$ cat src/rtl/pxl_deser_pkg.sv
package pxl_deser_pkg;

    localparam int LANES   = 4;
    localparam int BITS    = 7;
    localparam int WORD_W  = LANES * BITS;
    localparam int COLOR_W = 8;

    typedef enum logic [2:0] {
        ST_SYNC,
        ST_DUAL,
        ST_PAIR_LO,
        ST_PAIR_HI,
        ST_LOST
    } dsr_state_e;

    typedef struct packed {
        logic               de;
        logic               vs;
        logic               hs;
        logic [COLOR_W-1:0] r;
        logic [COLOR_W-1:0] g;
        logic [COLOR_W-1:0] b;
    } pixel_t;

    // Lane word layout: lane k occupies bits [k*BITS +: BITS], bit 6 first on the wire.
    function automatic pixel_t unpack_word(input logic [WORD_W-1:0] w);
        pixel_t             p;
        logic [BITS-1:0]    la, lb, lc, ld;
        la = w[0*BITS +: BITS];
        lb = w[1*BITS +: BITS];
        lc = w[2*BITS +: BITS];
        ld = w[3*BITS +: BITS];
        p.r  = {ld[1:0], la[5:0]};
        p.g  = {ld[3:2], lb[4:0], la[6]};
        p.b  = {ld[5:4], lc[3:0], lb[6:5]};
        p.hs = lc[4];
        p.vs = lc[5];
        p.de = lc[6];
        return p;
    endfunction

endpackage

$ cat src/rtl/link_deser.sv
module link_deser #(
    parameter int LANES = 4,
    parameter int BITS  = 7
) (
    input  logic                  clk_i,
    input  logic                  rst_ni,
    input  logic                  clr_i,
    input  logic [LANES-1:0]      data_i,
    input  logic                  fclk_i,
    output logic                  edge_o,
    output logic                  vld_o,
    output logic [LANES*BITS-1:0] word_o
);
    localparam int CNT_W = $clog2(BITS + 1);
    localparam logic [CNT_W-1:0] LAST = CNT_W'(BITS - 1);

    logic             fclk_q;
    logic [CNT_W-1:0] cnt_q;
    logic             done;

    assign edge_o = fclk_i & ~fclk_q;
    assign done   = !clr_i && !edge_o && (cnt_q == LAST);

    always_ff @(posedge clk_i) begin
        if (!rst_ni) begin
            fclk_q <= 1'b0;
            cnt_q  <= '0;
            vld_o  <= 1'b0;
        end else begin
            fclk_q <= fclk_i;
            vld_o  <= done;
            if (clr_i) begin
                cnt_q <= '0;
            end else if (edge_o) begin
                cnt_q <= CNT_W'(1);
            end else if (cnt_q == LAST) begin
                cnt_q <= '0;
            end else if (cnt_q != '0) begin
                cnt_q <= cnt_q + CNT_W'(1);
            end
        end
    end

    for (genvar l = 0; l < LANES; l++) begin : g_lane
        logic [BITS-1:0] sr_q;
        logic [BITS-1:0] wd_q;
        always_ff @(posedge clk_i) begin
            if (!rst_ni) begin
                sr_q <= '0;
                wd_q <= '0;
            end else begin
                sr_q <= {sr_q[BITS-2:0], data_i[l]};
                if (done) begin
                    wd_q <= {sr_q[BITS-2:0], data_i[l]};
                end
            end
        end
        assign word_o[l*BITS +: BITS] = wd_q;
    end

endmodule

$ cat src/rtl/fs_watch.sv
module fs_watch #(
    parameter int LIMIT = 16
) (
    input  logic clk_i,
    input  logic rst_ni,
    input  logic edge_i,
    output logic lost_o
);
    localparam int CNT_W = $clog2(LIMIT + 1);
    localparam logic [CNT_W-1:0] SAT  = CNT_W'(LIMIT);
    localparam logic [CNT_W-1:0] TRIP = CNT_W'(LIMIT - 1);

    logic [CNT_W-1:0] miss_q;

    assign lost_o = !edge_i && (miss_q >= TRIP);

    always_ff @(posedge clk_i) begin
        if (!rst_ni) begin
            miss_q <= '0;
        end else if (edge_i) begin
            miss_q <= '0;
        end else if (miss_q != SAT) begin
            miss_q <= miss_q + CNT_W'(1);
        end
    end

endmodule

$ cat src/rtl/pclk_gen.sv
module pclk_gen #(
    parameter int BITS = 7
) (
    input  logic clk_i,
    input  logic rst_ni,
    input  logic upd_i,
    input  logic launch_i,
    input  logic single_i,
    output logic pclk_o
);
    localparam int MAXC  = 2 * BITS;
    localparam int CNT_W = $clog2(MAXC + 1);
    localparam logic [CNT_W-1:0] HALF_DUAL = CNT_W'((BITS + 1) / 2);
    localparam logic [CNT_W-1:0] HALF_SGL  = CNT_W'(BITS);
    localparam logic [CNT_W-1:0] SAT       = CNT_W'(MAXC);

    logic [CNT_W-1:0] cnt_q;
    logic [CNT_W-1:0] cnt_nxt;
    logic [CNT_W-1:0] half;

    assign half    = single_i ? HALF_SGL : HALF_DUAL;
    assign cnt_nxt = (cnt_q == SAT) ? cnt_q : cnt_q + CNT_W'(1);

    always_ff @(posedge clk_i) begin
        if (!rst_ni) begin
            cnt_q  <= SAT;
            pclk_o <= 1'b0;
        end else if (upd_i) begin
            cnt_q  <= '0;
            pclk_o <= launch_i;
        end else begin
            cnt_q  <= cnt_nxt;
            pclk_o <= (cnt_nxt < half) ? launch_i : ~launch_i;
        end
    end

endmodule

$ cat src/rtl/pxl_deser.sv
module pxl_deser
    import pxl_deser_pkg::*;
#(
    parameter int MISS_LIMIT = 16
) (
    input  logic               clk_i,
    input  logic               rst_ni,
    input  logic [1:0]         mode_i,
    input  logic               edge_sel_i,
    input  logic [LANES-1:0]   l1_data_i,
    input  logic               l1_fclk_i,
    input  logic [LANES-1:0]   l2_data_i,
    input  logic               l2_fclk_i,
    output logic [COLOR_W-1:0] p1_r_o,
    output logic [COLOR_W-1:0] p1_g_o,
    output logic [COLOR_W-1:0] p1_b_o,
    output logic [COLOR_W-1:0] p2_r_o,
    output logic [COLOR_W-1:0] p2_g_o,
    output logic [COLOR_W-1:0] p2_b_o,
    output logic               de_o,
    output logic               hs_o,
    output logic               vs_o,
    output logic               pix_clk_o,
    output logic               pix_stb_o,
    output logic               out_en_o
);
    dsr_state_e        state_q, state_d;
    logic [1:0]        mode_q;
    logic              single, failsafe;
    logic              mode_chg, lost_raw, lost, clr;
    logic              e1, e2, v1, v2, wd_edge;
    logic [WORD_W-1:0] w1, w2;
    pixel_t            px1, px2_new, px2_hold, px2, held_q;
    logic              realign;
    logic              pres_dual, pres_pair, hold_ld;

    assign single   = mode_i[0];
    assign failsafe = mode_i[1];
    assign mode_chg = (mode_i != mode_q);
    assign lost     = failsafe && lost_raw && (state_q != ST_LOST);
    assign clr      = mode_chg || lost;
    assign wd_edge  = e1 || (!single && e2);

    // Two link front ends built from one template
    link_deser #(.LANES(LANES), .BITS(BITS)) u_link1 (
        .clk_i  (clk_i),
        .rst_ni (rst_ni),
        .clr_i  (clr),
        .data_i (l1_data_i),
        .fclk_i (l1_fclk_i),
        .edge_o (e1),
        .vld_o  (v1),
        .word_o (w1)
    );

    link_deser #(.LANES(LANES), .BITS(BITS)) u_link2 (
        .clk_i  (clk_i),
        .rst_ni (rst_ni),
        .clr_i  (clr),
        .data_i (l2_data_i),
        .fclk_i (l2_fclk_i),
        .edge_o (e2),
        .vld_o  (v2),
        .word_o (w2)
    );

    fs_watch #(.LIMIT(MISS_LIMIT)) u_watch (
        .clk_i  (clk_i),
        .rst_ni (rst_ni),
        .edge_i (wd_edge),
        .lost_o (lost_raw)
    );

    pclk_gen #(.BITS(BITS)) u_pclk (
        .clk_i    (clk_i),
        .rst_ni   (rst_ni),
        .upd_i    (pres_dual || pres_pair),
        .launch_i (edge_sel_i),
        .single_i (single),
        .pclk_o   (pix_clk_o)
    );

    assign px1     = unpack_word(w1);
    assign px2_new = unpack_word(w2);
    assign px2     = v2 ? px2_new : px2_hold;
    assign realign = px1.de && !held_q.de;

    // Next state and the actions it implies
    always_comb begin
        state_d   = state_q;
        pres_dual = 1'b0;
        pres_pair = 1'b0;
        hold_ld   = 1'b0;
        unique case (state_q)
            ST_SYNC, ST_LOST: begin
                if (v1) begin
                    if (single) begin
                        state_d = ST_PAIR_HI;
                        hold_ld = 1'b1;
                    end else begin
                        state_d   = ST_DUAL;
                        pres_dual = 1'b1;
                    end
                end
            end
            ST_DUAL: begin
                pres_dual = v1;
            end
            ST_PAIR_LO: begin
                if (v1) begin
                    state_d = ST_PAIR_HI;
                    hold_ld = 1'b1;
                end
            end
            ST_PAIR_HI: begin
                if (v1) begin
                    if (realign) begin
                        hold_ld = 1'b1;
                    end else begin
                        state_d   = ST_PAIR_LO;
                        pres_pair = 1'b1;
                    end
                end
            end
            default: state_d = ST_SYNC;
        endcase
        if (lost) begin
            state_d   = ST_LOST;
            pres_dual = 1'b0;
            pres_pair = 1'b0;
            hold_ld   = 1'b0;
        end
        if (mode_chg) begin
            state_d   = ST_SYNC;
            pres_dual = 1'b0;
            pres_pair = 1'b0;
            hold_ld   = 1'b0;
        end
    end

    // State register
    always_ff @(posedge clk_i) begin
        if (!rst_ni) begin
            state_q <= ST_SYNC;
            mode_q  <= 2'b00;
        end else begin
            state_q <= state_d;
            mode_q  <= mode_i;
        end
    end

    // Output register
    always_ff @(posedge clk_i) begin
        if (!rst_ni) begin
            p1_r_o    <= '0;
            p1_g_o    <= '0;
            p1_b_o    <= '0;
            p2_r_o    <= '0;
            p2_g_o    <= '0;
            p2_b_o    <= '0;
            de_o      <= 1'b0;
            hs_o      <= 1'b0;
            vs_o      <= 1'b0;
            pix_stb_o <= 1'b0;
            out_en_o  <= 1'b1;
            held_q    <= '0;
            px2_hold  <= '0;
        end else begin
            pix_stb_o <= pres_dual || pres_pair;
            if (v2) begin
                px2_hold <= px2_new;
            end
            if (hold_ld) begin
                held_q <= px1;
            end
            if (pres_dual) begin
                {p1_r_o, p1_g_o, p1_b_o} <= {px1.r, px1.g, px1.b};
                {p2_r_o, p2_g_o, p2_b_o} <= {px2.r, px2.g, px2.b};
                {de_o, vs_o, hs_o}       <= {px1.de, px1.vs, px1.hs};
            end
            if (pres_pair) begin
                {p1_r_o, p1_g_o, p1_b_o} <= {held_q.r, held_q.g, held_q.b};
                {p2_r_o, p2_g_o, p2_b_o} <= {px1.r, px1.g, px1.b};
                {de_o, vs_o, hs_o}       <= {held_q.de, held_q.vs, held_q.hs};
            end
            if (mode_chg) begin
                de_o <= 1'b0;
            end
            if (!failsafe) begin
                out_en_o <= 1'b1;
            end else if (lost) begin
                out_en_o <= 1'b0;
            end else if (v1 && !mode_chg) begin
                out_en_o <= 1'b1;
            end
        end
    end

endmodule

$ cat config.mk
export PLATFORM = sky130hd
export DESIGN_NAME = pxl_deser
export DESIGN_NICKNAME = d
export VERILOG_FILES = /design/src/rtl/pxl_deser_pkg.sv /design/src/rtl/link_deser.sv /design/src/rtl/fs_watch.sv /design/src/rtl/pclk_gen.sv /design/src/rtl/pxl_deser.sv
export SDC_FILE = /design/constraint.sdc
export NUM_CORES = 1
export LEC_CHECK = 0
export CORE_MARGIN = 4
export CORE_UTILIZATION = 34
export DETAILED_ROUTE_END_ITERATION = 10
export MAX_ROUTING_LAYER = met4
export RECOVER_POWER = 100
export SLEW_MARGIN = 20
export SYNTH_ARGS = -nofsm -noshare
export SYNTH_HDL_FRONTEND = slang
export SYNTH_SLANG_ARGS = --single-unit
$ cat constraint.sdc
create_clock -name clk_i -period 2.18 [get_ports clk_i]
set_clock_uncertainty 0.15 [all_clocks]
set_input_delay 0.327 -clock clk_i [delete_from_list [all_inputs] [get_ports clk_i]]
set_output_delay 0.327 -clock clk_i [all_outputs]
set_load 0.01 [all_outputs]
==> results.toml <==
[worst_setup_path]
cp-start-kind = "register"
worstPathCellList = "ha_4 > and3_4 > ha_4 > nor2_2 > a221o_2 > o2111ai_4 > buf_12 > mux2i_1 > o22ai_2"
cp_max_fo = 15
path_class = "reg2reg"
timing.rr.start = "u_watch.miss_q[0]$_SDFFE_PP0P_"
reg2reg_depth = 9
path_common_cell = "ha_4"
reg2reg_slack_ps = -220
crit_start = "u_watch.miss_q[0]$_SDFFE_PP0P_"
cp_num_buf_inv = 1
required_ps = 2440
end_kind = "register"
path_delay_family = "compound AO/OA/AOI/OAI gates"
max_stage_delay_ps = 450
worst-endpoint-arrival_ps = 2650
r2r_end = "p2_b_o[0]$_SDFFE_PN0P_"
cp_slowest_cell = "a221o_2"

[grt]
antenna_found_initial = 0
grt_pass1_vias = 5991
grt.total_usage = 0.1427
grt_pass1_wl_um = 30740
overflow = 0
grt_max_degree = 87

[synthesis]
ys_seq_elements = 223
synth-compound-area-share = 0.1069
yosys-top-cells-area = "dfxtp_1 (53%), mux2i_1 (9.7%), nand2_1 (3.8%), nor2_1 (3.4%), nand3_1 (3.3%)"
synth-edff-count = 0
synth-seq-area-share = 0.5329
synthMuxAreaShare = 0.1290
synth.most_common_cell = "dfxtp_1"
yosys.area.top_type = "dfxtp_1"
synth_nets = 893
synth_area_sq_mm = 0.008378
postSynth.asyncResetShare = 0
netlist_top_cells_count = "dfxtp_1 (223), nand2_1 (85), mux2i_1 (81)"
synth_top_family_by_area = "simple AND/OR/NAND/NOR gates"
synth_fa_ha_area_frac = 0.01792
synthCells = 866
synthXorXnorAreaFrac = 0.006272
yosys_warnings = 0
synth_flop_cell = "dfxtp_1"
synth.avg_cell_area_sq_um = 9.674
synth_top_area_frac = 0.5329
yosys.area_share.simple = 0.1426
ys_types = 44

[timing]
setup_violations = 131
fin_crit_sh = 1.100
rsz0062_at_grt = "true"
drv_slew = 0
post-route-min-period_ps = 2397
fmax_ghz = 0.4172
tightest_slew_ps = 856.9
max-slew-margin-rel = 0.4288
hold_violations = 0
fin_ws_ps = -217.0

[clocking]
path_clk_slew_ps = 60
cts_buffers = 23
cts_tree = "done"
ctsRootBufferMaster = "clkbuf_16"
cts_buffer_depth = 3
clk_latency_ps = 520
clkSinkCount = 223
htreeDepth = 1

[detailed_routing]
drc = 0
drt-pass1-iter-count = 4
routedWlPerCell_um = 15.60
ant_nets = 0
finalWirelength_um = 20430
vias = 6311
viasPerCell = 4.818
first_iter_violations = 401

[placement]
placed_cell_area_sq_mm = 0.009642
dp_hpwl_um = 11600
port_buffers = 68
place.gp.congestion = 0.8210

[die]
die_area_sq_mm = 0.02722
core_area_sq_mm = 0.02425
num_rows = 57
die_height_um = 165.0
initial_core_util = 0.3455
io-pin-count = 69
die-width_um = 165.0

[power_and_ir_drop]
p_leak_nw = 4.700
swShare = 0.2197
p_int_w = 0.006772
power.switching_w = 0.001907
sequentialPowerShare = 0.479
clkPwrFrac = 0.473
irDropWorstVdd_v = 0.0004444
p_per_area_mw_per_mm2 = 767.4
share_comb_of_total_power = 0.048

[min_path]
min_path_cells = 3
min_to = "u_link1.g_lane[0].sr_q[0]$_SDFF_PN0_"
hold_path.class = "in2reg"
min_from = "l1_data_i[0]"

[final_layout]
antenna_cells = 0
multi_input_area_sq_mm = 0.003794
seqCellArea_sq_mm = 0.004469
drive_gt1_frac = 0.2089
final_area_sq_mm = 0.01131
final_core_util = 0.4664
nets = 996
fillCellCount = 2297
syn2layout_area_growth_pct = 34.99

[job]
maxCapViolCount = 0

[run_status]
outcome = "finished, violations left"
failed_checks = "negative setup slack"
## worst reg2reg max path: stages, from the launching register on
cell	delay, ps
dfxtp_2	350
ha_4	140
and3_4	190
ha_4	120
nor2_2	30
a221o_2	450
o2111ai_4	270
buf_12	210
mux2i_1	290
o22ai_2	100
## power by group through the flow
stage          Sequential [W]  Clock [W]  Combinational (W)
6_report              0.00416    0.00411           0.000414
3_3_place_gp          0.00425          0           0.000369
3_5_place_dp          0.00425          0           0.000372
4_1_cts               0.00416    0.00419           0.000404
2_1_floorplan         0.00425          0           0.000256
5_1_grt               0.00416    0.00439           0.000460
## per-layer routing
metal  routed length [um]  up-vias  GRT usage
met5                    0        -          -
met4                  386        0    0.03062
met3                  810       31    0.02371
met2                10050      116     0.2436
met1                 9185     3022     0.1788
li1                     -     3142          -
## per-stage QoR
step / cells / hold WS, ps / setup WS (ps) / power (W) / TNS [ps]
6_report: 1310 / 211.9 / -217.0 / 0.008679 / -15160
5_1_grt: 1310 / 217.1 / -290.4 / 0.009013 / -27770
4_1_cts: 1296 / 193.3 / -176.4 / 0.008757 / -14630
3_5_place_dp: 1243 / 259.8 / -274.5 / 0.004623 / -27540
3_3_place_gp: 1243 / 255.7 / -262.5 / 0.004619 / -27020
2_1_floorplan: 866 / 249.6 / -101.3 / 0.004503 / -3073
## worst max path at each step
stage	to	slack [ps]	cells past startpoint
finish	p2_b_o[0]$_SDFFE_PN0P_	-220	9
detailed placement	p2_g_o[6]$_SDFFE_PN0P_	-270	7
global route	p2_b_o[0]$_SDFFE_PN0P_	-290	9
CTS	u_link1.g_lane[3].wd_q[1]$_SDFFE_PN0P_	-180	11
global placement	p2_g_o[6]$_SDFFE_PN0P_	-260	7
floorplan	p2_g_o[5]$_SDFFE_PN0P_	-100	9
## sequential cells by signal, summed over array words and instances (netlist names), 4 cells and up
name	flops
u_link1.g_lane.wd_q	27
p1_b_o	8
p2_r_o	8
u_link1.g_lane.sr_q	23
p2_b_o	8
p1_g_o	8
p2_g_o	8
held_q	27
u_watch.miss_q	5
u_link2.g_lane.wd_q	24
p1_r_o	8
px2_hold	24
u_link2.g_lane.sr_q	20
u_pclk.cnt_q	4
## area by class of cell
class                           count  share of cell area
Sequential cell                   223              0.3952
Inverter                           60             0.01991
Clock inverter                      8            0.009514
Multi-Input combinational cell    526              0.3354
Timing Repair Buffer              135              0.1424
Tap cell                          324             0.03584
Clock buffer                       34             0.06173
## cell usage in the layout, fill, tap and decap left out, drive strengths merged, types with 44 or more instances in the layout
master           n
clkdlybuf4s50   67
nand3           55
mux2i           81
clkbuf          44
o21ai           55
dfxtp          223
inv             60
nor2            78
nand2           85
buf             57
## kinds of logic after synthesis
| family | after synthesis |
|---|---|
| AO/OA/AOI/OAI | 135 |
| XOR/XNOR | 6 |
| adder cells (fa/ha/maj) | 12 |
| buffers and inverters | 117 |
| flip-flops | 223 |
| multiplexers | 105 |
| AND/OR/NAND/NOR | 268 |
## what timing repair did
action | 4_1_cts | 5_1_grt
hold buffers | 1 | 0
setup buffers | 5 | 4
endpoints found under the hold margin | 1 | 0
resized for setup | 32 | 116
setup endpoints to repair | 138 | 140
cloned | 5 | 12
pin swaps | 5 | 23
No activity file was read; power rests on OpenSTA's default activity.
